### src/rtl/vlcfg_pkg.sv
package vlcfg_pkg;
  localparam int LEN_W = 8;
  localparam int IMM_W = 7;
  localparam int IDX_W = 5;
  localparam logic [4:0] EXT_OP = 5'b11011;

  typedef struct packed {
    logic             vertFirst;
    logic [LEN_W-1:0] maxLen;
    logic [LEN_W-1:0] curLen;
  } vecState_t;

  localparam int STATE_W = $bits(vecState_t);

  typedef enum logic [1:0] {SRC_IMM, SRC_CTR, SRC_RA} lenSrc_t;

  typedef struct packed {
    logic             hit;
    logic             setMax;
    logic             setLen;
    lenSrc_t          lenSrc;
    logic             writeRt;
    logic             writeCr;
    logic             vfBit;
    logic [IDX_W-1:0] rtIdx;
    logic [LEN_W-1:0] immVal;
  } ctrlStrobe_t;
endpackage

### src/rtl/vlcfg_ctrl.sv
module vlcfg_ctrl
  import vlcfg_pkg::*;
#(
  parameter logic [5:0] PRI_OP = 6'd22
) (
  input  logic        issueValid,
  input  logic [31:0] instr,
  output ctrlStrobe_t ctl
);
  logic [5:0]       opField;
  logic [IDX_W-1:0] rtField;
  logic [IDX_W-1:0] raField;
  logic [IMM_W-1:0] sviField;
  logic [4:0]       xoField;
  logic             msBit, vsBit, vfBit, rcBit, match;

  assign opField  = instr[31:26];
  assign rtField  = instr[25:21];
  assign raField  = instr[20:16];
  assign sviField = instr[15:9];
  assign msBit    = instr[8];
  assign vsBit    = instr[7];
  assign vfBit    = instr[6];
  assign xoField  = instr[5:1];
  assign rcBit    = instr[0];
  assign match    = issueValid && (opField == PRI_OP) && (xoField == EXT_OP);

  always_comb begin
    ctl = '0;
    ctl.hit    = match;
    ctl.setMax = match && msBit;
    ctl.setLen = match && vsBit;
    ctl.vfBit  = vfBit;
    ctl.rtIdx  = rtField;
    ctl.immVal = {1'b0, sviField} + 1'b1;
    if (raField != '0)      ctl.lenSrc = SRC_RA;
    else if (rtField != '0) ctl.lenSrc = SRC_CTR;
    else                    ctl.lenSrc = SRC_IMM;
    ctl.writeRt = match && (rtField != '0) && (vsBit || !msBit);
    ctl.writeCr = match && rcBit;
  end
endmodule

### src/rtl/vlcfg_dpath.sv
module vlcfg_dpath
  import vlcfg_pkg::*;
#(
  parameter int REG_W = 64
) (
  input  logic               clk,
  input  logic               rstN,
  input  ctrlStrobe_t        ctl,
  input  logic [REG_W-1:0]   raVal,
  input  logic [REG_W-1:0]   ctrVal,
  input  vecState_t          stateIn,
  output logic               outValid,
  output vecState_t          stateOut,
  output logic               rtWe,
  output logic [IDX_W-1:0]   rtAddr,
  output logic [REG_W-1:0]   rtData,
  output logic               crWe,
  output logic [3:0]         crField
);
  localparam int PAD_W = REG_W - LEN_W;

  logic [REG_W-1:0] reqVal;
  logic [LEN_W-1:0] nextMax, nextLen;
  logic             overMax, clampHit;

  always_comb begin
    case (ctl.lenSrc)
      SRC_RA:  reqVal = raVal;
      SRC_CTR: reqVal = ctrVal;
      default: reqVal = {{PAD_W{1'b0}}, ctl.immVal};
    endcase
  end

  assign nextMax  = ctl.setMax ? ctl.immVal : stateIn.maxLen;
  assign overMax  = reqVal > {{PAD_W{1'b0}}, nextMax};
  assign clampHit = ctl.setLen && overMax;
  assign nextLen  = !ctl.setLen ? stateIn.curLen
                  : (overMax ? nextMax : reqVal[LEN_W-1:0]);

  always_ff @(posedge clk) begin
    if (!rstN) begin
      outValid <= 1'b0;
      stateOut <= '0;
      rtWe     <= 1'b0;
      rtAddr   <= '0;
      rtData   <= '0;
      crWe     <= 1'b0;
      crField  <= '0;
    end else begin
      outValid <= ctl.hit;
      rtWe     <= ctl.writeRt;
      crWe     <= ctl.writeCr;
      if (ctl.hit) begin
        stateOut <= '{vertFirst: ctl.vfBit, maxLen: nextMax, curLen: nextLen};
        rtAddr   <= ctl.rtIdx;
        rtData   <= {{PAD_W{1'b0}}, nextLen};
        crField  <= {1'b0, nextLen != '0, nextLen == '0, clampHit};
      end
    end
  end
endmodule

### src/rtl/vlcfg_unit.sv
module vlcfg_unit
  import vlcfg_pkg::*;
#(
  parameter int         REG_W  = 64,
  parameter logic [5:0] PRI_OP = 6'd22
) (
  input  logic               clk,
  input  logic               rstN,
  input  logic               issueValid,
  input  logic [31:0]        instr,
  input  logic [REG_W-1:0]   raVal,
  input  logic [REG_W-1:0]   ctrVal,
  input  logic [STATE_W-1:0] stateIn,
  output logic               outValid,
  output logic [STATE_W-1:0] stateOut,
  output logic               rtWe,
  output logic [IDX_W-1:0]   rtAddr,
  output logic [REG_W-1:0]   rtData,
  output logic               crWe,
  output logic [3:0]         crField
);
  ctrlStrobe_t ctl;
  vecState_t   stateNew;

  vlcfg_ctrl #(.PRI_OP(PRI_OP)) u_ctrl (
    .issueValid(issueValid),
    .instr(instr),
    .ctl(ctl)
  );

  vlcfg_dpath #(.REG_W(REG_W)) u_dpath (
    .clk(clk),
    .rstN(rstN),
    .ctl(ctl),
    .raVal(raVal),
    .ctrVal(ctrVal),
    .stateIn(vecState_t'(stateIn)),
    .outValid(outValid),
    .stateOut(stateNew),
    .rtWe(rtWe),
    .rtAddr(rtAddr),
    .rtData(rtData),
    .crWe(crWe),
    .crField(crField)
  );

  assign stateOut = stateNew;
endmodule

### config.mk
export PLATFORM = sky130hd
export DESIGN_NAME = vlcfg_unit
export DESIGN_NICKNAME = d
export VERILOG_FILES = /design/src/rtl/vlcfg_pkg.sv /design/src/rtl/vlcfg_ctrl.sv /design/src/rtl/vlcfg_dpath.sv /design/src/rtl/vlcfg_unit.sv
export SDC_FILE = /design/constraint.sdc
export NUM_CORES = 1
export LEC_CHECK = 0
export ABC_AREA = 1
export BUFFER_PORTS_ARGS = -buffer_cell sky130_fd_sc_hd__buf_2
export CAP_MARGIN = 25
export CORE_MARGIN = 10
export CORE_UTILIZATION = 38
export CTS_BUF_LIST = sky130_fd_sc_hd__clkbuf_4
export DETAILED_ROUTE_END_ITERATION = 8
export HOLD_SLACK_MARGIN = 0.08
export PLACE_DENSITY = 0.89
export RECOVER_POWER = 50
export REMOVE_ABC_BUFFERS = 1
export SETUP_SLACK_MARGIN = 0.3
export SLEW_MARGIN = 10
export SYNTH_ARGS = -nofsm -noshare
export SYNTH_HDL_FRONTEND = slang
export SYNTH_SLANG_ARGS = --single-unit
### constraint.sdc
create_clock -name clk -period 3.57 [get_ports clk]
set_input_delay 0.714 -clock clk [delete_from_list [all_inputs] [get_ports clk]]
set_output_delay 0.714 -clock clk [all_outputs]
set_load 0.02 [all_outputs]
== After elaboration in Yosys (flattened, before gate mapping) ==
Cells that the tools add are included.
Storage, ports and cells
  memories: 0
  bits in latches: 0
  memory bits (writable): 0
  register bits after elaboration: 28
  word-level logic and storage cells: 34
  memory bits (read-only): 0
  output and inout port bits: 93
Cells by class
  reduce and logical (&&, ||, !) cells: 14
  $add $sub $neg: 1
  shift operators: 0
  divide/modulo/power cells: 0
  order comparisons: 1
  bitwise gates (word level): 0
  muxes and demuxes: 6
  eq/ne operators: 4
  multiply operators: 0
Operators with widths (count)
  one-hot mux 64 bit (2 select lines): 1
  > comparator 64 x 8 -> 1 bit: 1
  2-to-1 mux 8 bit: 3
  nonzero test 5 bit: 2
  adder 7 x 1 -> 8 bit (second input constant): 1
  logical AND 1 bit: 8
  logical NOT 8 bit: 1
  nonzero test 8 bit: 1
  == test 6 x 5 -> 1 bit (second input constant): 1
  == test 5 bit (second input constant): 1
  == test 2 x 1 -> 1 bit (second input constant): 1
  == test 2 bit (second input constant): 1
  2-to-1 mux 2 bit: 1
  logical NOT 1 bit: 1
  logical OR 1 bit: 1
  2-to-1 mux 1 bit: 1

== Depth between registers and ports, before layout ==
  word-level depth: 9
  mapped depth: 24
  mapped depth without buffers: 24

== Modules after synthesis ==
Synthesis repeated with hierarchy kept, for this count alone.
Second synthesis, totals
  cell total of the unflattened synthesis: 529
  area total of the unflattened synthesis: 3121.7 µm²
Modules (own cells, without submodules)
  vlcfg_dpath: area each 2805.2 µm², instances 1, cells an instance 466, sequential area each 560.5 µm²
  vlcfg_ctrl: area each 316.6 µm², instances 1, cells an instance 63, sequential area each 0.0 µm²

== Worst setup path after synthesis ==
Ideal clock, no wire load.
  path type: in2reg
  start point: input port instr[5]
  end point: register u_dpath.crField[1]
  library setup time: 0.118 ns
  arrival time: 2.930 ns
  cell stages on the path: 22
  buffers on the path: 1
  path slack: 0.522 ns
  cell sequence: nand2_1 -> nor3b_2 -> nand3_2 -> nor2_8 -> buf_6 -> nand2_1 -> o21ai_0 -> inv_1 -> ha_1 -> nand2_1 -> nor2_1 -> nand4_1 -> nand2_1 -> nand3_1 -> nor2_2 -> nand2_1 -> nand3_1 -> nand2_1 -> nand2_1 -> nor2_2 -> nand2_1 -> a21oi_1
Between the ends
  cells in the longest elaborated chain, start to end: 8
  elaborated cells between the ends (all ways): 9
Ends and longest elaborated chain
  start: declaration: line vlcfg_unit.sv:10  | input logic [31:0] instr,
  == test 5 bit (*): line vlcfg_ctrl.sv:26  | assign match = issueValid && (opField == PRI_OP) && (xoField == EXT_OP);
  logical AND 1 bit (*): line vlcfg_ctrl.sv:26
  logical AND 1 bit: line vlcfg_ctrl.sv:31  | ctl.setMax = match && msBit;
  2-to-1 mux 8 bit: line vlcfg_dpath.sv:34  | assign nextMax = ctl.setMax ? ctl.immVal : stateIn.maxLen;
  > comparator 64 x 8 -> 1 bit: line vlcfg_dpath.sv:35  | assign overMax = reqVal > {{PAD_W{1'b0}}, nextMax};
  2-to-1 mux 8 bit: line vlcfg_dpath.sv:38  | : (overMax ? nextMax : reqVal[LEN_W-1:0]);
  2-to-1 mux 8 bit: line vlcfg_dpath.sv:37  | assign nextLen = !ctl.setLen ? stateIn.curLen
  logical NOT 8 bit: line vlcfg_dpath.sv:57  | crField <= {1'b0, nextLen != '0, nextLen == '0, clampHit};
  end signal: assignment: line vlcfg_dpath.sv:57
  end: declaration: line vlcfg_dpath.sv:18  | output logic [3:0] crField
Every way passes the cells marked *; elsewhere a longest branch is shown, timed or not.
A chain may end at the register's enable or synchronous reset.

== Worst setup path after layout ==
  start point: input port instr[4]
  end point: register u_dpath.crField[1]
Same word-level chain as after synthesis.

==> qor.yml <==
status:
  status: "completed"
cells_and_area:
  fill_cells: 679
  final_cell_mix: "182 x buf_2, 95 x nand2_1, 91 x nor2_1, 57 x conb_1, 37 x inv_1"
  final_layout_size_suffix_gt1_share_pct: 40.2
  mostFrequentLayoutCell: "buf_2"
  syn_to_final_growth_pct: 50.2
  final_nets: 879
flow_run:
  maxCapViolCount: 0
setup_path:
  arrival_ns: 3.54
  endpoint_kind: "flip-flop"
  r2r_slack_ns: 2.75
  r2r-end: "u_dpath.rtAddr[4]$_SDFFE_PN0N_"
  r2r_cells: 2
  crit_fanout: 7
  critPathRequiredTime_ns: 3.81
  critical_path_class: "input port to flip-flop"
  cp-start-kind: "input port"
  r2r_start: "u_dpath.rtAddr[4]$_SDFFE_PN0N_"
synthesis:
  synthCells: 459
  ys_seq_elements: 28
  synth_area_um2: 2800
  yosysSeqAreaShare_pct: 20.0
  avgSynthCellArea_um2: 6.10
  synthDistinctLibCells: 31
  yosysWarnings: 0
clocking:
  root_buffer: "clkbuf_4"
  worstSkewPairLatency_ns: 0.33
  clk_pin_slew_ns: 0.14
  cts_tree: "done"
  cts-htree-levels: 1
  cts_buffers: 3
  cts_buffer_depth: 2
  ctsHoldBuffers: 0
  cts_sinks: 28
global_route:
  first_global_vias: 3395
  grt_overflow: 0
  grt_max_degree: 31
  grt_pass1_wl_um: 18100
  grt_usage_pct: 19.6
  antenna_found_initial: 6
floorplan:
  start_util_pct: 38.8
  rows: 31
  io_pins: 273
  die_area_um2: 11200
  die_w_um: 106
  die_h_um: 106
  core_area_um2: 7210
timing:
  fin_tns_setup_ns: 0
  finalHoldViolCount: 0
  holdWs_ns: 0.479
  clock-skew-final_ns: 0
  slew_viol_final: 0
  rsz0062_at_grt: "no"
  setup_viol: 0
  post-route-period-util_pct: 92.5
  fmax_mhz: 303
  period_needed_ns: 3.30
drt:
  ant_nets: 0
  vias: 3689
  drtIter0Drc: 184
  wire_per_inst_um: 16.7
  drc: 0
  dr.pass1.iters: 5
  vias_per_cell: 4.65
  wirelength_um: 13300
min_path:
  min-delay-start: "u_dpath.crField[0]$_SDFFE_PN0N_"
  hold_depth: 2
  hp-class: "flip-flop to flip-flop"
  whs_endpoint: "u_dpath.crField[0]$_SDFFE_PN0N_"
placed_design:
  post-dp-hpwl_um: 10600
  portBuffers: 214
  place.gp.congestion: 0.919
power:
  power_density_nw_per_um2: 196
  p_leak_nw: 2.25
  ir_drop_uv: 164
-- timing repair --
item	in CTS	in global routing
buffers inserted	0	21
setup endpoints to repair	0	10
gates resized for setup	0	57
-- per-layer routing --
metal	track usage (%)	up-vias	part of all wire (%)
li1	-	1798	-
met1	22.0	1635	37
met2	34.1	208	49
met3	6.21	46	9.0
met4	6.38	2	4.4
met5	0	-	0.098
-- where the power goes --
group	switching (mW)	total, mW	internal (mW)	leakage (nW)
logic	0.172	0.304	0.132	2.00
registers	0.0000559	0.313	0.313	0.225
clock network	0.0938	0.208	0.114	0.0280
total	0.265	0.824	0.559	2.25
-- critical path, cell delays in order --
cell and delay, ns:
buf_6 0.06, nand2_1 0.07, nor3b_4 0.26, nand3_4 0.14, nor2_8 0.19, buf_6 0.14
nand2_1 0.08, o21ai_2 0.09, ha_1 0.27, buf_4 0.15, nand2_2 0.09, o21a_1 0.14
nand2_1 0.06, nand2_2 0.12, nand3_4 0.13, nor2_4 0.24, nand2_1 0.09, nand3_1 0.12
nand2_1 0.10, nand2_1 0.10, nor2_2 0.05, nand2_2 0.07, a21oi_2 0.05
-- Yosys cell counts --
cell,n,area share (%)
dfxtp_1,28,20
nand4_1,6,1.3
nor2_8,1,0.72
o211ai_1,14,3.8
nor3b_2,2,0.89
nor3b_1,2,0.54
nand3_2,1,0.36
buf_1,1,0.13
nand2_2,1,0.22
clkbuf_1,5,0.67
xor2_1,5,1.6
nand3_1,16,2.9
a21oi_1,15,2.7
o22ai_1,6,1.3
nand2_1,103,14
inv_2,5,0.67
ha_1,9,4.0
nor3_1,3,0.54
nor2_2,2,0.45
o21ai_2,6,1.9
buf_4,65,17
buf_2,1,0.18
o21a_1,1,0.27
inv_1,39,5.2
or2_2,7,1.6
nand3b_1,1,0.27
nor2_1,95,13
o21bai_1,3,0.80
buf_6,1,0.40
conb_1,1,0.13
o21ai_0,14,2.5
-- worst max-delay path by stage --
stage / to / cells after the start / slack (ns) / start
floorplan: u_dpath.crField[1]$_SDFFE_PN0N_ / 21 / 0.54 / instr[5]
global placement: u_dpath.crField[1]$_SDFFE_PN0N_ / 22 / 0.11 / instr[22]
detailed placement: u_dpath.crField[1]$_SDFFE_PN0N_ / 23 / 0.02 / instr[22]
CTS: u_dpath.crField[1]$_SDFFE_PN0N_ / 23 / 0.37 / instr[22]
global route: u_dpath.crField[1]$_SDFFE_PN0N_ / 23 / 0.15 / instr[4]
finish: u_dpath.crField[1]$_SDFFE_PN0N_ / 23 / 0.27 / instr[4]
-- registers in the layout, indices dropped and copies added, names as in the netlist --
name and flops:
u_dpath.stateOut 9, u_dpath.rtData 8, u_dpath.rtAddr 5, u_dpath.crField 3, u_dpath.crWe 1, u_dpath.outValid 1
u_dpath.rtWe 1
-- cell families (layout without fill, tap and decap cells) --
kind of cell	count (synthesis)	in the layout	synth area share (%)
AOI/OAI and AO/OA	59	59	13.2
xor gates and xnor gates	5	5	1.56
adders and majority gates	9	9	4.02
buffers and inverters	117	291	24.7
DFF	28	28	20.0
other	1	62	0.134
and+or+nand+nor	240	240	36.3
-- final cells by class --
type / count / area (um2) / share of cell area, %
multi-input cells: 370 / 1990 / 47.4
flip-flops and latches: 28 / 561 / 13.3
well taps: 99 / 124 / 2.95
repair buffers: 243 / 1300 / 30.9
clock inverters: 1 / 30.0 / 0.714
inverters: 44 / 165 / 3.93
diodes: 5 / 12.5 / 0.298
clock buffers: 3 / 22.5 / 0.536
-- per-stage QoR --
step,setup slack [ns],power (mW),std cells,instance area (um2),utilization (%)
detailed placement,0.0150,0.569,763,3750,52.0
global route,0.155,0.872,792,4200,58.3
finish,0.269,0.824,793,4210,58.3
CTS,0.373,0.776,767,3800,52.7
floorplan,0.538,0.449,442,2480,-
global placement,0.108,0.564,763,3750,52.0
No activity file was read; power rests on OpenSTA's default activity.
